`src/rtl/baud_pkg.sv`:
```
`timescale 1ns/1ps
package baud_pkg;
  localparam int DIV_W   = 32;
  localparam int PRE_W   = 16;
  localparam int SMP_W   = 6;
  localparam int SMP_LSB = 16;
  localparam int SMP_MIN = 15;
  localparam logic [DIV_W-1:0] DIV_RESET = 32'h0014_003D;

  typedef struct packed {
    logic [SMP_W-1:0] samples;
    logic [PRE_W-1:0] prescale;
  } baud_cfg_t;

  // Prescaler field of a configuration word.
  function automatic logic [PRE_W-1:0] cfg_prescale(input logic [DIV_W-1:0] w);
    return w[PRE_W-1:0];
  endfunction

  // Sample-count field, raised to the smallest supported ratio.
  function automatic logic [SMP_W-1:0] cfg_samples(input logic [DIV_W-1:0] w);
    logic [SMP_W-1:0] s;
    s = w[SMP_LSB +: SMP_W];
    return (s < SMP_W'(SMP_MIN)) ? SMP_W'(SMP_MIN) : s;
  endfunction

  function automatic baud_cfg_t cfg_decode(input logic [DIV_W-1:0] w);
    baud_cfg_t c;
    c.prescale = cfg_prescale(w);
    c.samples  = cfg_samples(w);
    return c;
  endfunction
endpackage

```
`src/rtl/baud_cfg_reg.sv`:
```
`timescale 1ns/1ps
module baud_cfg_reg
  import baud_pkg::*;
#(
  parameter logic [DIV_W-1:0] RESET_WORD = DIV_RESET
) (
  input  logic             clk,
  input  logic             rst_n,
  input  logic             we,
  input  logic [DIV_W-1:0] wdata,
  output logic [PRE_W-1:0] pre_limit,
  output logic [SMP_W-1:0] smp_limit,
  output logic             restart
);
  localparam int USED_W = SMP_LSB + SMP_W;
  localparam baud_cfg_t RESET_CFG = cfg_decode(RESET_WORD);

  baud_cfg_t cfg_q;

  always_ff @(posedge clk) begin
    if (!rst_n)  cfg_q <= RESET_CFG;
    else if (we) cfg_q <= cfg_decode(wdata);
  end

  generate
    if (DIV_W > USED_W) begin : g_spare
      logic unused_hi;
      assign unused_hi = ^wdata[DIV_W-1:USED_W];
    end
  endgenerate

  assign pre_limit = cfg_q.prescale;
  assign smp_limit = cfg_q.samples;
  assign restart   = we;
endmodule

```
`src/rtl/baud_prescaler.sv`:
```
`timescale 1ns/1ps
module baud_prescaler #(
  parameter int W = 16
) (
  input  logic         clk,
  input  logic         rst_n,
  input  logic         run,
  input  logic         restart,
  input  logic [W-1:0] limit,
  output logic         tick
);
  logic [W-1:0] cnt_q;
  logic         at_end;

  assign at_end = (cnt_q == limit);
  assign tick   = run & ~restart & at_end;

  always_ff @(posedge clk) begin
    if (!rst_n)                cnt_q <= '0;
    else if (restart || !run)  cnt_q <= '0;
    else if (at_end)           cnt_q <= '0;
    else                       cnt_q <= cnt_q + 1'b1;
  end
endmodule

```
`src/rtl/baud_phase_ctr.sv`:
```
`timescale 1ns/1ps
module baud_phase_ctr #(
  parameter int W = 6
) (
  input  logic         clk,
  input  logic         rst_n,
  input  logic         run,
  input  logic         restart,
  input  logic         step,
  input  logic [W-1:0] limit,
  output logic [W-1:0] phase,
  output logic         wrap,
  output logic         mid
);
  logic [W-1:0] ph_q;
  logic [W-1:0] mid_point;

  assign mid_point = limit >> 1;
  assign phase     = ph_q;
  assign wrap      = step & (ph_q == limit);
  assign mid       = step & (ph_q == mid_point);

  always_ff @(posedge clk) begin
    if (!rst_n)                ph_q <= '0;
    else if (restart || !run)  ph_q <= '0;
    else if (wrap)             ph_q <= '0;
    else if (step)             ph_q <= ph_q + 1'b1;
  end
endmodule

```
`src/rtl/uart_baud_gen.sv`:
```
`timescale 1ns/1ps
module uart_baud_gen
  import baud_pkg::*;
#(
  parameter logic [31:0] RESET_WORD = DIV_RESET
) (
  input  logic        clk,
  input  logic        rst_n,
  input  logic        enable,
  input  logic        cfg_we,
  input  logic [31:0] cfg_data,
  output logic        sample_tick,
  output logic        bit_tick,
  output logic        mid_bit,
  output logic [5:0]  sample_phase
);
  logic [PRE_W-1:0] pre_limit;
  logic [SMP_W-1:0] smp_limit;
  logic             restart;
  logic             smp_step;

  baud_cfg_reg #(.RESET_WORD(RESET_WORD)) u_cfg (
    .clk       (clk),
    .rst_n     (rst_n),
    .we        (cfg_we),
    .wdata     (cfg_data),
    .pre_limit (pre_limit),
    .smp_limit (smp_limit),
    .restart   (restart)
  );

  baud_prescaler #(.W(PRE_W)) u_pre (
    .clk     (clk),
    .rst_n   (rst_n),
    .run     (enable),
    .restart (restart),
    .limit   (pre_limit),
    .tick    (smp_step)
  );

  baud_phase_ctr #(.W(SMP_W)) u_phase (
    .clk     (clk),
    .rst_n   (rst_n),
    .run     (enable),
    .restart (restart),
    .step    (smp_step),
    .limit   (smp_limit),
    .phase   (sample_phase),
    .wrap    (bit_tick),
    .mid     (mid_bit)
  );

  assign sample_tick = smp_step;
endmodule

```
`config.mk`:
```
export PLATFORM = sky130hd
export DESIGN_NAME = uart_baud_gen
export DESIGN_NICKNAME = d
export VERILOG_FILES = /design/src/rtl/baud_pkg.sv /design/src/rtl/baud_cfg_reg.sv /design/src/rtl/baud_prescaler.sv /design/src/rtl/baud_phase_ctr.sv /design/src/rtl/uart_baud_gen.sv
export SDC_FILE = /design/constraint.sdc
export NUM_CORES = 1
export LEC_CHECK = 0
export BUFFER_PORTS_ARGS = -buffer_cell sky130_fd_sc_hd__buf_4
export CAP_MARGIN = 40
export CELL_PAD_IN_SITES_DETAIL_PLACEMENT = 2
export CELL_PAD_IN_SITES_GLOBAL_PLACEMENT = 2
export CORE_MARGIN = 2
export CORE_UTILIZATION = 33
export CTS_CLUSTER_SIZE = 8
export DETAILED_ROUTE_END_ITERATION = 7
export MAX_ROUTING_LAYER = met4
export PLACE_DENSITY = 0.77
export SLEW_MARGIN = 5
export SYNTH_ARGS = -nofsm -noshare
export SYNTH_HDL_FRONTEND = slang
export SYNTH_SLANG_ARGS = --single-unit
```
`constraint.sdc`:
```
create_clock -name clk -period 2 [get_ports clk]
set_input_delay 0.4 -clock clk [delete_from_list [all_inputs] [get_ports clk]]
set_output_delay 0.4 -clock clk [all_outputs]
set_load 0.05 [all_outputs]
```
## Word level (Yosys, flattened, before mapping)

Index checks and enable logic that the tools add are counted.

| storage, ports and cells | value |
|---|---|
| bits in registers | 44 |
| bits in latches | 0 |
| RAM bits | 0 |
| memory bits (read-only) | 0 |
| input port bits | 36 |
| word-level logic and storage cells | 21 |
| memories | 0 |

| operators by class | value |
|---|---|
| add/sub/neg operators | 2 |
| multipliers | 0 |
| divide/modulo/power cells | 0 |
| $lt $le $gt $ge | 1 |
| eq/ne operators | 3 |
| shift-type cells | 0 |
| muxes and demuxes | 1 |
| bitwise gates (word level) | 6 |
| reduce and logical (&&, ||, !) cells | 4 |

Operators with widths:

| kind | count |
|---|---|
| $add 16x1->16 const B | 1 |
| $eq 16x16->1 | 1 |
| $add 6x1->6 const B | 1 |
| $eq 6x5->1 | 1 |
| $eq 6x6->1 | 1 |
| $lt 6x4->1 const B | 1 |
| $mux 6 | 1 |
| $reduce_or 3->1 | 2 |
| $and 1x1->1 | 4 |
| $not 1->1 | 2 |
| $logic_not 1->1 | 1 |
| $logic_or 1x1->1 | 1 |

## Logic depth before layout (Yosys ltp)

| logic depth | value |
|---|---|
| depth after elaboration | 5 |
| mapped depth | 6 |
| mapped depth without buffers | 5 |

## Hierarchy

From an unflattened synthesis, not the netlist that was laid out.

| unflattened totals | value |
|---|---|
| cell total of the unflattened synthesis | 226 |
| area, all modules | 2,217.1 um^2 |

Modules (own cells, without submodules):

| module | times used | cells an instance | area each (um^2) | seq. area each (um^2) |
|---|---|---|---|---|
| baud_prescaler | 1 | 102 | 922.1 | 320.3 |
| baud_cfg_reg | 1 | 77 | 843.3 | 440.4 |
| baud_phase_ctr | 1 | 47 | 451.7 | 120.1 |

## Least setup slack after synthesis

Ideal clock, no wire load.

| path | value |
|---|---|
| kind | register to output |
| start | register u_pre.cnt_q[10] |
| end | output mid_bit |
| data arrival time | 2.709 ns |
| required time | 1.600 ns |
| slack | -1.109 ns |
| stages on the path, launching flop included | 6 |
| cells stage by stage | dfxtp_1 xor2_1 nor4_4 and4_2 nand2_1 nor4_1 |

| between the ends | value |
|---|---|
| longest elaborated chain between the ends | 3 |

RTL lines:

| element | line | RTL |
|---|---|---|
| start, declared | baud_prescaler.sv:12 | `logic [W-1:0] cnt_q;` |
| start signal, assigned | baud_prescaler.sv:22 | `else cnt_q <= cnt_q + 1'b1;` |
| $eq 16x16->1 | baud_prescaler.sv:15 | `assign at_end = (cnt_q == limit);` |
| $and 1x1->1 | baud_prescaler.sv:16 | `assign tick = run & ~restart & at_end;` |
| $and 1x1->1 | baud_phase_ctr.sv:21 | `assign mid = step & (ph_q == mid_point);` |
| end, declared | uart_baud_gen.sv:14 | `output logic mid_bit,` |

No other way between the ends.

## Worst setup path in the final report

| path | value |
|---|---|
| start | register u_cfg.cfg_q (netlist bit u_cfg.pre_limit[3]) |
| end | output mid_bit |

| between the ends | value |
|---|---|
| longest elaborated chain between the ends | 3 |

RTL lines:

| element | line | RTL |
|---|---|---|
| start, declared | baud_cfg_reg.sv:18 | `baud_cfg_t cfg_q;` |
| start signal, assigned | baud_cfg_reg.sv:22 | `else if (we) cfg_q <= cfg_decode(wdata);` |
| $eq 16x16->1 | baud_prescaler.sv:15 |  |
| $and 1x1->1 | baud_prescaler.sv:16 |  |
| $and 1x1->1 | baud_phase_ctr.sv:21 |  |

No other way between the ends.

==> metrics.md <==
| Metric | Value |
|---|---|
| Main synth FF type | `dfxtp_1` |
| Worst Hold Launch | `cfg_data[2]` |
| Register area | `about 900 sq um` |
| Remaining DRCs | `0` |
| Remaining antenna violation count | `0` |
| Crit-path slowest cell | `nor4_4` |
| Clock network fraction of total power | `about a third` |
| Total power | `1.713 mW` |
| Minimum hold slack | `0.3090 ns` |
| Achievable Freq | `435.4 MHz` |
| Pwr/cell area | `613.4 mW/mm^2` |
| Overall routed net length | `just over 6 mm` |
| Layout cells sized above 1 | `between 30% and 40%` |
| Worst Setup SP | `u_cfg.pre_limit[3]` |
| Top cell type's share of synthesized area | `a little over two fifths` |
| Total grt overflow | `0` |
| Fill cells | `~700` |
| Reg-to-reg startpoint | `u_cfg.pre_limit[9]` |
| Setup TNS | `-0.6827 ns` |
| Most common cell in the netlist | `dfxtp_1` |
| First-pass GRT wire length | `roughly 10 mm` |
| Share of flip-flops with an asynchronous set or reset | `0%` |
| Critical path class | `flop to output pin` |
| Leak | `around 1.2 nW` |
| Sequential area share after synthesis | `about two fifths` |
| Synth Net Count | `260` |
| Clock skew | `about 0.012 ns` |
| DR vias/cell | `roughly 5` |
| Sink Count | `44` |
| Fin. Hold Viols | `0` |
| CTS buffer count | `5` |
| Max VDD drop | `~390 uV` |
| Gpl congestion | `0.7269` |
| Initial core utilization | `33.66%` |
| Layout area overhead | `32.94%` |
| Seq pwr share | `54.2%` |
| Syn Area/Cell | `around 9.5 sq um` |
| Root Buffer | `clkbuf_8` |
| Place WS | `-0.007862 ns` |
| Switch Pwr | `428.9 uW` |
| Max FO, Critical Path | `3` |
| Clk slew on worst S/H paths | `0.08 ns` |
| Crit-path max cell delay | `0.35 ns` |
| # setup viols final | `3` |
| Die span in x | `83.79 um` |
| I/O Buffers | `34` |
| Yosys warning count | `0` |
| Critical Path AT | `between 1.5 and 2 ns` |
| Switching Share | `approximately 25%` |
| Slew Limit Headroom | `approximately 73%` |
| Post-synthesis register bit count | `between 40 and 50` |
| Antenna cells | `0` |
| Cell area after synthesis | `0.002101 sq mm` |
| Worst Setup End Kind | `output pin` |
| Dpl hpwl | `about 4.3 mm` |
| Placed Cells | `approximately 350` |
| First-pass detailed-route iteration total | `4` |
| Hold bufs inserted after CTS | `0` |
| Most frequent cells after synthesis | `44 x dfxtp_1, 29 x xor2_1, 26 x nor2_1, 20 x nand2_1, 18 x mux2i_1` |
| 1st-iter DRT viols | `52` |
| Most used cell, CP | `nor4_4` |
| Pint | `around 1.3 mW` |
| DIE AREA | `0.007020 sq mm` |
| Top cells by area, synth | `dfxtp_1 42%, xor2_1 12%, mux2i_1 8.6%, xnor2_1 5.0%, nor2_1 4.6%` |
| Clock Latency Late Sink | `around 0.30 ns` |
| Die height | `83.79 um` |
| I/O pin total | `between 40 and 50` |
| Hold/Removal Path Class | `input port to flop` |
| Distinct cells, synth | `30` |
| Synth area leader | `dfxtp_1` |
| Largest net degree at the start of global routing | `27` |
| Worst Path Required | `between 1.5 and 2 ns` |
| Minimum clock period | `2.297 ns` |
| Overall Global Routing Usage | `about a fifth` |
| Initial antenna violation count | `0` |
| Vias | `1,787` |
| Run status | `finished, violations left` |
| Worst setup margin | `-0.2969 ns` |
| Core Footprint | `about 0.0062 sq mm` |
| Non-Filler Instances | `358` |
| Number of global-route vias before repair | `2,014` |
| Critical path startpoint category | `flop` |
| Wire per inst | `between 15 and 20 um` |
| Combinational fraction of design power | `a little over a tenth` |
| Nets@finish | `between 300 and 400` |
| Final Max Tran Viols | `0` |
| CTS Buffer Depth | `2` |
| Failing checks | `negative setup slack` |
| H-tree levels | `2` |
| Syn Inst Count | `~220` |
| RSZ-0062 raised after global routing | `true` |
| Max Cap Violations | `0` |
| Multi-input logic area | `0.001262 sq mm` |
| Cell Chain, Critical Path | `xor2_1 -> nor4_4 -> and4_4 -> nand2_4 -> nor4_4 -> buf_6` |
| Post-synth EDFFs | `0` |
| Num rows | `29` |
| CTS tree | `done` |
| Worst slew pin tran | `0.4056 ns` |
| Tcrit/Tclk final | `114.8%` |
==> registers in the layout, summed over array words and instances (netlist names) <==
signal,flops
u_cfg.pre_limit,16
u_phase.phase,6
u_pre.cnt_q,16
u_cfg.smp_limit,6
==> through the flow <==
step                utilization [%]  instance area (sq um)
floorplan                         -                   2145
global placement              41.88                   2614
detailed placement            41.88                   2614
CTS                           44.31                   2765
global route                  44.75                   2793
finish                        44.75                   2793
==> what timing repair did <==
action / in CTS / in global routing
setup endpoints to repair: 3 / 4
buffers inserted: 3 / 1
resized for setup: 8 / 5
pin swaps: 3 / 5
==> cell usage in the layout (no fill, tap or decap), types with 4 or more instances in the layout <==
cell,instances
a21oi_1,6
nor2_1,25
and3_1,4
buf_4,54
nand3_1,5
nor2b_1,13
nand4_1,6
mux2i_1,18
xor2_1,26
xnor2_1,12
nand2_1,19
dfxtp_2,13
o21ai_0,7
nor4_4,4
clkbuf_8,6
dfxtp_1,31
==> layer usage <==
layer  wire, um  up-vias  global-route usage, %
li1           -      873                      -
met1       2685      884                  22.79
met2       3303       21                  33.31
met3        139        9                  3.462
met4         68        0                  4.839
met5          0        -                      -
==> path summary, 6_finish.rpt <==
path | cells past startpoint | slack, ns | end
min reg2reg | 2 | 0.51 | u_cfg.pre_limit[3]
max reg2reg | 7 | 0.09 | u_phase.phase[0]
min | 3 | 0.31 | u_cfg.pre_limit[2]
max | 6 | -0.30 | mid_bit
==> cell type report <==
type / count / area share [%]
well taps: 77 / 3.450
clock inverters: 1 / 0.2688
repair buffers: 57 / 15.73
flip-flops and latches: 44 / 32.12
multi-input cells: 171 / 45.21
clock buffers: 7 / 3.091
inverters: 1 / 0.1344
==> power groups by stage <==
stage / Combinational (mW) / Sequential, mW / Clock, mW
after floorplan: 0.102 / 0.942 / 0
after global placement: 0.172 / 0.947 / 0
after detailed placement: 0.180 / 0.948 / 0
after CTS: 0.189 / 0.928 / 0.616
after global routing: 0.210 / 0.933 / 0.654
final: 0.189 / 0.929 / 0.595
==> worst max-delay path, delay by kind of cell (launching register included) <==
kind | cells | cell delay, ns
flops | 1 | 0.33
buf+inv | 1 | 0.19
xor+xnor | 1 | 0.20
simple gates | 4 | 0.87
==> cells by family after synthesis <==
logic type / count (synthesis) / share of synthesized area (%)
simple gates: 93 / 24.90
flops: 44 / 41.93
xor+xnor: 41 / 17.09
mux: 18 / 8.576
compound gates: 17 / 4.943
buf+inv: 7 / 1.370
fa+ha+maj: 2 / 1.191
Power figures use the tool's default switching activity.
